File: src/rtl/ovr_mux_pkg.sv
package ovr_mux_pkg;
  localparam int DEF_MUX_W  = 4;
  localparam int DEF_STAGES = 2;

  // Source chosen for the multiplexed outputs
  typedef enum logic [1:0] {
    PATH_CLEAR = 2'd0,
    PATH_STORE = 2'd1,
    PATH_PAR   = 2'd2
  } path_e;
endpackage

File: src/rtl/oms_sel_sync.sv
module oms_sel_sync #(
  parameter int STAGES = 2
) (
  input  logic clk,
  input  logic rst_n,
  input  logic sel_i,
  output logic sel_s,
  output logic rise_next
);
  localparam int LAST = STAGES - 1;
  logic [LAST:0] chain_q;

  always_ff @(posedge clk or negedge rst_n) begin
    if (!rst_n) chain_q[0] <= 1'b0;
    else        chain_q[0] <= sel_i;
  end

  genvar g;
  generate
    for (g = 1; g < STAGES; g++) begin : g_stage
      always_ff @(posedge clk or negedge rst_n) begin
        if (!rst_n) chain_q[g] <= 1'b0;
        else        chain_q[g] <= chain_q[g-1];
      end
    end
  endgenerate

  assign sel_s     = chain_q[LAST];
  // The final stage takes a rising value at the coming edge
  assign rise_next = chain_q[LAST-1] & ~chain_q[LAST];
endmodule

File: src/rtl/oms_shadow.sv
module oms_shadow #(
  parameter int W = 5
) (
  input  logic         clk,
  input  logic         rst_n,
  input  logic         busy,
  input  logic [W-1:0] din,
  output logic [W-1:0] q
);
  always_ff @(posedge clk or negedge rst_n) begin
    if (!rst_n)     q <= '0;
    else if (!busy) q <= din;
  end
endmodule

File: src/rtl/oms_hold.sv
module oms_hold (
  input  logic clk,
  input  logic rst_n,
  input  logic capture,
  input  logic cur,
  output logic held
);
  always_ff @(posedge clk or negedge rst_n) begin
    if (!rst_n)       held <= 1'b0;
    else if (capture) held <= cur;
  end
endmodule

File: src/rtl/oms_outmux.sv
module oms_outmux
  import ovr_mux_pkg::*;
#(
  parameter int W = 4
) (
  input  path_e        path,
  input  logic [W-1:0] store,
  input  logic [W-1:0] par,
  output logic [W-1:0] dout
);
  genvar g;
  generate
    for (g = 0; g < W; g++) begin : g_bit
      always_comb begin
        unique case (path)
          PATH_STORE: dout[g] = store[g];
          PATH_PAR:   dout[g] = par[g];
          default:    dout[g] = 1'b0;
        endcase
      end
    end
  endgenerate
endmodule

File: src/rtl/ovr_mux_stage.sv
module ovr_mux_stage
  import ovr_mux_pkg::*;
#(
  parameter int MUX_W  = DEF_MUX_W,
  parameter int STAGES = DEF_STAGES
) (
  input  logic             clk,
  input  logic             rst_n,
  input  logic [MUX_W:0]   cfg_i,
  input  logic [MUX_W-1:0] par_i,
  input  logic             sel_i,
  input  logic             ovr_n_i,
  input  logic             wr_busy_i,
  output logic [MUX_W-1:0] mux_o,
  output logic             solo_o
);
  localparam int WORD_W = MUX_W + 1;
  localparam int SOLO_B = MUX_W;

  logic              sel_s;
  logic              rise_next;
  logic [WORD_W-1:0] shadow_q;
  logic              held_q;
  logic              solo_live;
  path_e             path;

  oms_sel_sync #(.STAGES(STAGES)) u_sync (
    .clk(clk), .rst_n(rst_n), .sel_i(sel_i),
    .sel_s(sel_s), .rise_next(rise_next)
  );

  oms_shadow #(.W(WORD_W)) u_shadow (
    .clk(clk), .rst_n(rst_n), .busy(wr_busy_i), .din(cfg_i), .q(shadow_q)
  );

  // Level shown on the extra output while the stored path is chosen
  assign solo_live = ovr_n_i & shadow_q[SOLO_B];

  oms_hold u_hold (
    .clk(clk), .rst_n(rst_n), .capture(rise_next),
    .cur(solo_live), .held(held_q)
  );

  always_comb begin
    if (sel_s)        path = PATH_PAR;
    else if (ovr_n_i) path = PATH_STORE;
    else              path = PATH_CLEAR;
  end

  oms_outmux #(.W(MUX_W)) u_mux (
    .path(path), .store(shadow_q[MUX_W-1:0]), .par(par_i), .dout(mux_o)
  );

  assign solo_o = sel_s ? held_q : solo_live;
endmodule

File: config.mk
export PLATFORM = sky130hd
export DESIGN_NAME = ovr_mux_stage
export DESIGN_NICKNAME = d
export VERILOG_FILES = /design/src/rtl/ovr_mux_pkg.sv /design/src/rtl/oms_sel_sync.sv /design/src/rtl/oms_shadow.sv /design/src/rtl/oms_hold.sv /design/src/rtl/oms_outmux.sv /design/src/rtl/ovr_mux_stage.sv
export SDC_FILE = /design/constraint.sdc
export NUM_CORES = 1
export LEC_CHECK = 0
export ABC_CLOCK_PERIOD_IN_PS = 2930
export CORE_AREA = 2 2 39 41
export DETAILED_ROUTE_END_ITERATION = 6
export DIE_AREA = 0 0 41 43
export DONT_BUFFER_PORTS = 1
export SLEW_MARGIN = 10
export SYNTH_ARGS = -nofsm -noshare
export SYNTH_HDL_FRONTEND = slang
export SYNTH_SLANG_ARGS = --single-unit
File: constraint.sdc
create_clock -name clk -period 2.93 [get_ports clk]
set_clock_uncertainty 0.2 [all_clocks]
set_input_delay 0.1465 -clock clk [delete_from_list [all_inputs] [get_ports clk]]
set_output_delay 0.1465 -clock clk [all_outputs]
set_load 0.01 [all_outputs]
==> impl_metrics.env, run 1 <==
export IMPL_status="finished, final reports clean"
export IMPL_cp_slowest_cell="dlygate4sd3_1"
export IMPL_startpoint="cfg_i[1]"
export IMPL_fin_hold_ws_ns=0.0442
export IMPL_rsz0062_at_grt="no"
export IMPL_rows=14
export IMPL_crit_chain="dlygate4sd3_1 > mux2_2 > dlygate4sd3_1"
export IMPL_wl_microns=738
export IMPL_path_buf_inv=2
export IMPL_switching_share_pct=21.7
export IMPL_critPathCaptureType="flop"
export IMPL_fillers=135
export IMPL_post_synth_top_count_cell="dfrtp_1"
export IMPL_async_flop_share_pct=100
export IMPL_io_buffers=0
export IMPL_path_class="input port to flop"
export IMPL_slew_headroom_pct=75.2
export IMPL_finalNetCount=60
export IMPL_syn_inst=29
export IMPL_yosysWarnings=0
export IMPL_multi_input_area_sq_um=139
export IMPL_dpl_cell_area_sq_um=363
export IMPL_synth_edf_count=0
export IMPL_critPathMaxStageDelay_ns=0.55
export IMPL_synth_ff_type="dfrtp_1"
export IMPL_post_drt_wl_per_cell_microns=12.3
export IMPL_synth_nets=43
export IMPL_post_place_cells=44
export IMPL_pwr_share_clk_pct=31.4
export IMPL_synthTopCellsByArea="dfrtp_1, mux2_2, nand2_1, a22o_1, nor2b_2"
export IMPL_fin_tns_setup_ns=0
export IMPL_synthTopCellsByCount="dfrtp_1, nand2_1, mux2_2, o21ai_0"
export IMPL_fin_crit_sh_pct=54.4
export IMPL_drive_gt1_share_pct=22.7
export IMPL_grt_pass1_wl_mm=1.15
export IMPL_gp_congestion=0.550
export IMPL_hp_class="input port to async pin"
export IMPL_fmax_mhz=627
export IMPL_die_area_sq_um=1760
export IMPL_rr_startpoint="u_shadow.q[0]"
export IMPL_p_per_area_nw_per_um2=485
export IMPL_synth_seq_area_share_pct=56.5
export IMPL_clk_latency_ns=0.24
export IMPL_cts_setup_buffers=0
export IMPL_arrival_ns=1.52
export IMPL_period_minus_slack_ns=1.59
export IMPL_start_util_pct=25.6
export IMPL_antenna_left=0
export IMPL_viasPerCell=4.40
export IMPL_core_region_area_sq_um=1380
export IMPL_cts_buffer_depth=2
export IMPL_final_seq_area_sq_um=200
export IMPL_hold_viol=0
export IMPL_startpoint_type="input port"
export IMPL_synth_seq_cells=8
export IMPL_die_h_microns=43
export IMPL_final_cells=60
export IMPL_grt_start_max_net_pins=11
export IMPL_cp_max_fo=1
export IMPL_ys_types=9
export IMPL_pwr_share_comb_pct=17.1
export IMPL_p_int_mw=0.195
export IMPL_vdd_drop_max_mv=0.229
export IMPL_leakage_nw=0.220
export IMPL_cp_required_ns=2.86
export IMPL_syn_area_sq_um=354
export IMPL_clkSinkCount=8
export IMPL_area_growth_pct=45.6
export IMPL_cts_tree="built"
export IMPL_yosys_area_top_type="dfrtp_1"
export IMPL_first_pass_iters=1
export IMPL_grt_overflow_total=0
export IMPL_max_cap_viol_count=0
export IMPL_design_area_sq_um=515
export IMPL_cp_common_cell="dlygate4sd3_1"
export IMPL_grt_pass1_vias=289
export IMPL_cts_buffers=3
export IMPL_critPathTopFamily="buffers and inverters"
export IMPL_seqPwrFrac_pct=51.4
export IMPL_vias=264
export IMPL_drc_errors=0
export IMPL_root_buffer="clkbuf_4"
export IMPL_setup_viol=0
export IMPL_grt_use_total_pct=10.6
export IMPL_synth_top_area_share_pct=56.5
export IMPL_io_pins=19
export IMPL_worstMarginPinSlew_ns=0.369
export IMPL_avgSynthCellArea_sq_um=12.2
export IMPL_die_w_microns=41
export IMPL_drt_iter0_markers=0
export IMPL_drv_slew=0
export IMPL_antenna_found_initial=0
export IMPL_clk_pin_slew_worst_paths_ns=0.05
export IMPL_htree_levels=1
export IMPL_switchingPower_mw=0.0543
export IMPL_num_antenna_cells=0
## power groups by stage
stage / clock network (mW) / registers, mW / logic, mW
final: 0.0785 / 0.128 / 0.0428
after CTS: 0.0828 / 0.128 / 0.0428
after floorplan: 0 / 0.126 / 0.0232
after detailed placement: 0 / 0.130 / 0.0224
after global routing: 0.0887 / 0.130 / 0.0473
after global placement: 0 / 0.129 / 0.0217
## cells by family (layout without fill, tap and decap cells)
group / Yosys count / after routing / synth area share (%)
muxes: 6 / 6 / 18.7
AOI/OAI and AO/OA: 5 / 5 / 9.19
DFF: 8 / 8 / 56.5
buffers and inverters: 2 / 17 / 4.24
and+or+nand+nor: 8 / 8 / 11.3
## final cells by class
cell class	instances	area share [%]
sequential	8	38.8
multi-input combinational	19	26.9
timing repair buffer	13	25.2
clock buffer	3	4.37
tap	16	3.88
inverter	1	0.728
## path summary, 6_finish.rpt
| kind | slack [ns] | cells past startpoint | to |
|---|---|---|---|
| hold / removal | 0.04 | 1 | u_shadow.q[3] |
| max in group asynchronous | 2.22 | 1 | u_shadow.q[4] |
| setup / recovery | 1.34 | 3 | u_shadow.q[1] |
| setup reg to reg | 1.40 | 2 | u_shadow.q[0] |
| hold reg to reg | 0.18 | 0 | u_sync.sel_s |
| min in group clk | 0.18 | 0 | u_sync.sel_s |
## registers in the layout, indices dropped and copies added (netlist names)
register and cells:
u_sync.sel_s 1, u_hold.held 1, u_shadow.q 5, u_sync.chain_q 1
## cell usage in the layout (no fill, tap or decap)
cell,n
a22o_1,2
dfrtp_1,8
dlygate4sd3_1,13
mux2i_1,1
mux2_2,5
nand2_1,6
inv_1,1
o21ai_0,3
clkbuf_4,3
nor2b_2,2
## metal layers
metal  GRT usage [%]  share of wire, %
met1            11.7                38
met2            15.9                55
met3            4.71               7.2
met4            6.00                 0
met5               0                 0
## metrics by stage
| stage | util, % | total power [mW] | setup WS (ns) |
|---|---|---|---|
| after detailed placement | 26.2 | 0.153 | 1.73 |
| after floorplan | - | 0.150 | 1.81 |
| after global routing | 37.3 | 0.266 | 1.33 |
| after CTS | 37.3 | 0.254 | 1.37 |
| after global placement | 26.2 | 0.151 | 1.77 |
| final | 37.3 | 0.250 | 1.34 |
## what timing repair did
action / CTS / global route
hold buffers: 13 / 0
gates resized for setup: 0 / 0
endpoints found under the hold margin: 15 / 0
No activity file was read; power rests on OpenSTA's default activity.
==> run 2: changes to the inputs <==
- ABC_CLOCK_PERIOD_IN_PS: 2930 -> 1600
- clock period: 2.93 -> 1.6 ns (I/O delays scaled with it)
==> impl_metrics.env, run 2 (same netlist as run 1, synthesis figures left out) <==
export IMPL_status="finished, final reports clean"
export IMPL_p_per_area_nw_per_um2=886
export IMPL_fin_crit_sh_pct=95.1
export IMPL_die_h_microns=43
export IMPL_core_region_area_sq_um=1380
export IMPL_critPathMaxStageDelay_ns=0.55
export IMPL_pwr_share_clk_pct=32.3
export IMPL_critPathTopFamily="buffers and inverters"
export IMPL_largest_register="u_shadow.q"
export IMPL_area_growth_pct=48.4
export IMPL_cts_buffers=3
export IMPL_gp_congestion=0.550
export IMPL_grt_start_max_net_pins=11
export IMPL_vias=264
export IMPL_design_area_sq_um=526
export IMPL_cp_required_ns=1.54
export IMPL_hold_viol=0
export IMPL_switching_share_pct=22.7
export IMPL_first_pass_iters=1
export IMPL_wl_microns=794
export IMPL_die_area_sq_um=1760
export IMPL_cp_slowest_cell="dlygate4sd3_1"
export IMPL_grt_overflow_total=0
export IMPL_worst_r2r_cell_count=2
export IMPL_period_minus_slack_ns=1.52
export IMPL_fin_tns_setup_ns=0
export IMPL_antenna_left=0
export IMPL_num_antenna_cells=0
export IMPL_hp_class="input port to primary output"
export IMPL_hold_path_startpoint="par_i[1]"
export IMPL_clk_latency_ns=0.24
export IMPL_viasPerCell=4.33
export IMPL_final_common_cell="dlygate4sd3_1"
export IMPL_grt_pass1_vias=302
export IMPL_clk_pin_slew_worst_paths_ns=0.06
export IMPL_leakage_nw=0.224
export IMPL_dpl_cell_area_sq_um=363
export IMPL_seqPwrFrac_pct=50.4
export IMPL_io_pins=19
export IMPL_grt_use_total_pct=11.9
export IMPL_hold_depth=2
export IMPL_cts_setup_buffers=0
export IMPL_pwr_share_comb_pct=17.3
export IMPL_drc_errors=0
export IMPL_path_buf_inv=2
export IMPL_die_w_microns=41
export IMPL_cts_tree="built"
export IMPL_switchingPower_mw=0.106
export IMPL_worstMarginPinSlew_ns=0.369
export IMPL_p_int_mw=0.360
export IMPL_arrival_ns=1.46
export IMPL_drt_iter0_markers=0
export IMPL_grt_pass1_wl_mm=1.28
export IMPL_slew_headroom_pct=75.3
export IMPL_timing_rr_end="u_shadow.q[1]"
export IMPL_io_buffers=0
export IMPL_antenna_found_initial=0
export IMPL_start_util_pct=25.6
export IMPL_cp_common_cell="dlygate4sd3_1"
export IMPL_cts_buffer_depth=2
export IMPL_finalNetCount=61
export IMPL_crit_chain="dlygate4sd3_1 > mux2_2 > dlygate4sd3_1"
export IMPL_drive_gt1_share_pct=22.2
export IMPL_post_drt_wl_per_cell_microns=13.0
export IMPL_largest_reg_flops=5
export IMPL_startpoint_type="input port"
export IMPL_reg2reg_slack_ns=0.08
export IMPL_path_class="input port to flop"
export IMPL_htree_levels=1
export IMPL_setup_viol=0
export IMPL_drv_slew=0
export IMPL_min_to="mux_o[1]"
export IMPL_clkSinkCount=8
export IMPL_rows=14
export IMPL_cp_max_fo=1
export IMPL_vdd_drop_max_mv=0.355
export IMPL_rr_startpoint="u_shadow.q[1]"
export IMPL_critPathCaptureType="flop"
export IMPL_max_cap_viol_count=0
export IMPL_rsz0062_at_grt="no"
export IMPL_fmax_mhz=657
export IMPL_layout_common_cells="dlygate4sd3_1, dfrtp_1, nand2_1"
export IMPL_root_buffer="clkbuf_4"
-- run 2: cell count changes in the layout (fill, tap and decap cells not counted) --
cell           previous run  this run
dlygate4sd3_1            13        14
-- run 2: timing repair --
| action | 4_1_cts | 5_1_grt |
|---|---|---|
| endpoints found under the hold margin | 15 | 0 |
| gates resized for setup | 0 | 0 |
| hold buffers | 14 | 0 |
-- run 2: area by class of cell --
class	count	area (sq um)
flip-flops and latches	8	200
repair buffers	14	140
well taps	16	20.0
fillers	132	858
multi-input cells	19	139
inverters	1	3.75
clock buffers	3	22.5
-- run 2: how the worst max path moves through the flow --
stage                                to  slack, ns          start  cells past startpoint
after floorplan                mux_o[0]       0.55   u_sync.sel_s                      2
after global placement           solo_o       0.50   u_sync.sel_s                      1
after detailed placement         solo_o       0.48   u_sync.sel_s                      1
after CTS                 u_shadow.q[0]       0.09  u_shadow.q[0]                      2
after global routing      u_shadow.q[2]       0.05  u_shadow.q[2]                      2
final                     u_shadow.q[1]       0.08       cfg_i[1]                      3
-- run 2: routing by layer --
metal / global-route usage (%) / wire length (microns)
met1: 11.3 / 289
met2: 19.1 / 441
met3: 3.66 / 50
met4: 10.0 / 13
met5: 0 / 0
-- run 2: per-stage QoR --
step	setup slack (ns)	total power, mW	hold WS, ns	instances	util (%)
6_report	0.0781	0.465	0.122	61	38.0
5_1_grt	0.0533	0.494	0.135	61	38.0
4_1_cts	0.0885	0.474	0.126	61	38.0
3_5_place_dp	0.479	0.279	-0.415	44	26.2
3_3_place_gp	0.500	0.277	-0.415	44	26.2
2_1_floorplan	0.545	0.274	-0.416	29	-
-- run 2: power groups by stage --
stage	sequential (mW)	combinational, mW	clock (mW)
final	0.234	0.0806	0.150
after global routing	0.237	0.0891	0.167
after CTS	0.234	0.0803	0.159
after detailed placement	0.238	0.0411	0
after global placement	0.237	0.0397	0
after floorplan	0.232	0.0425	0
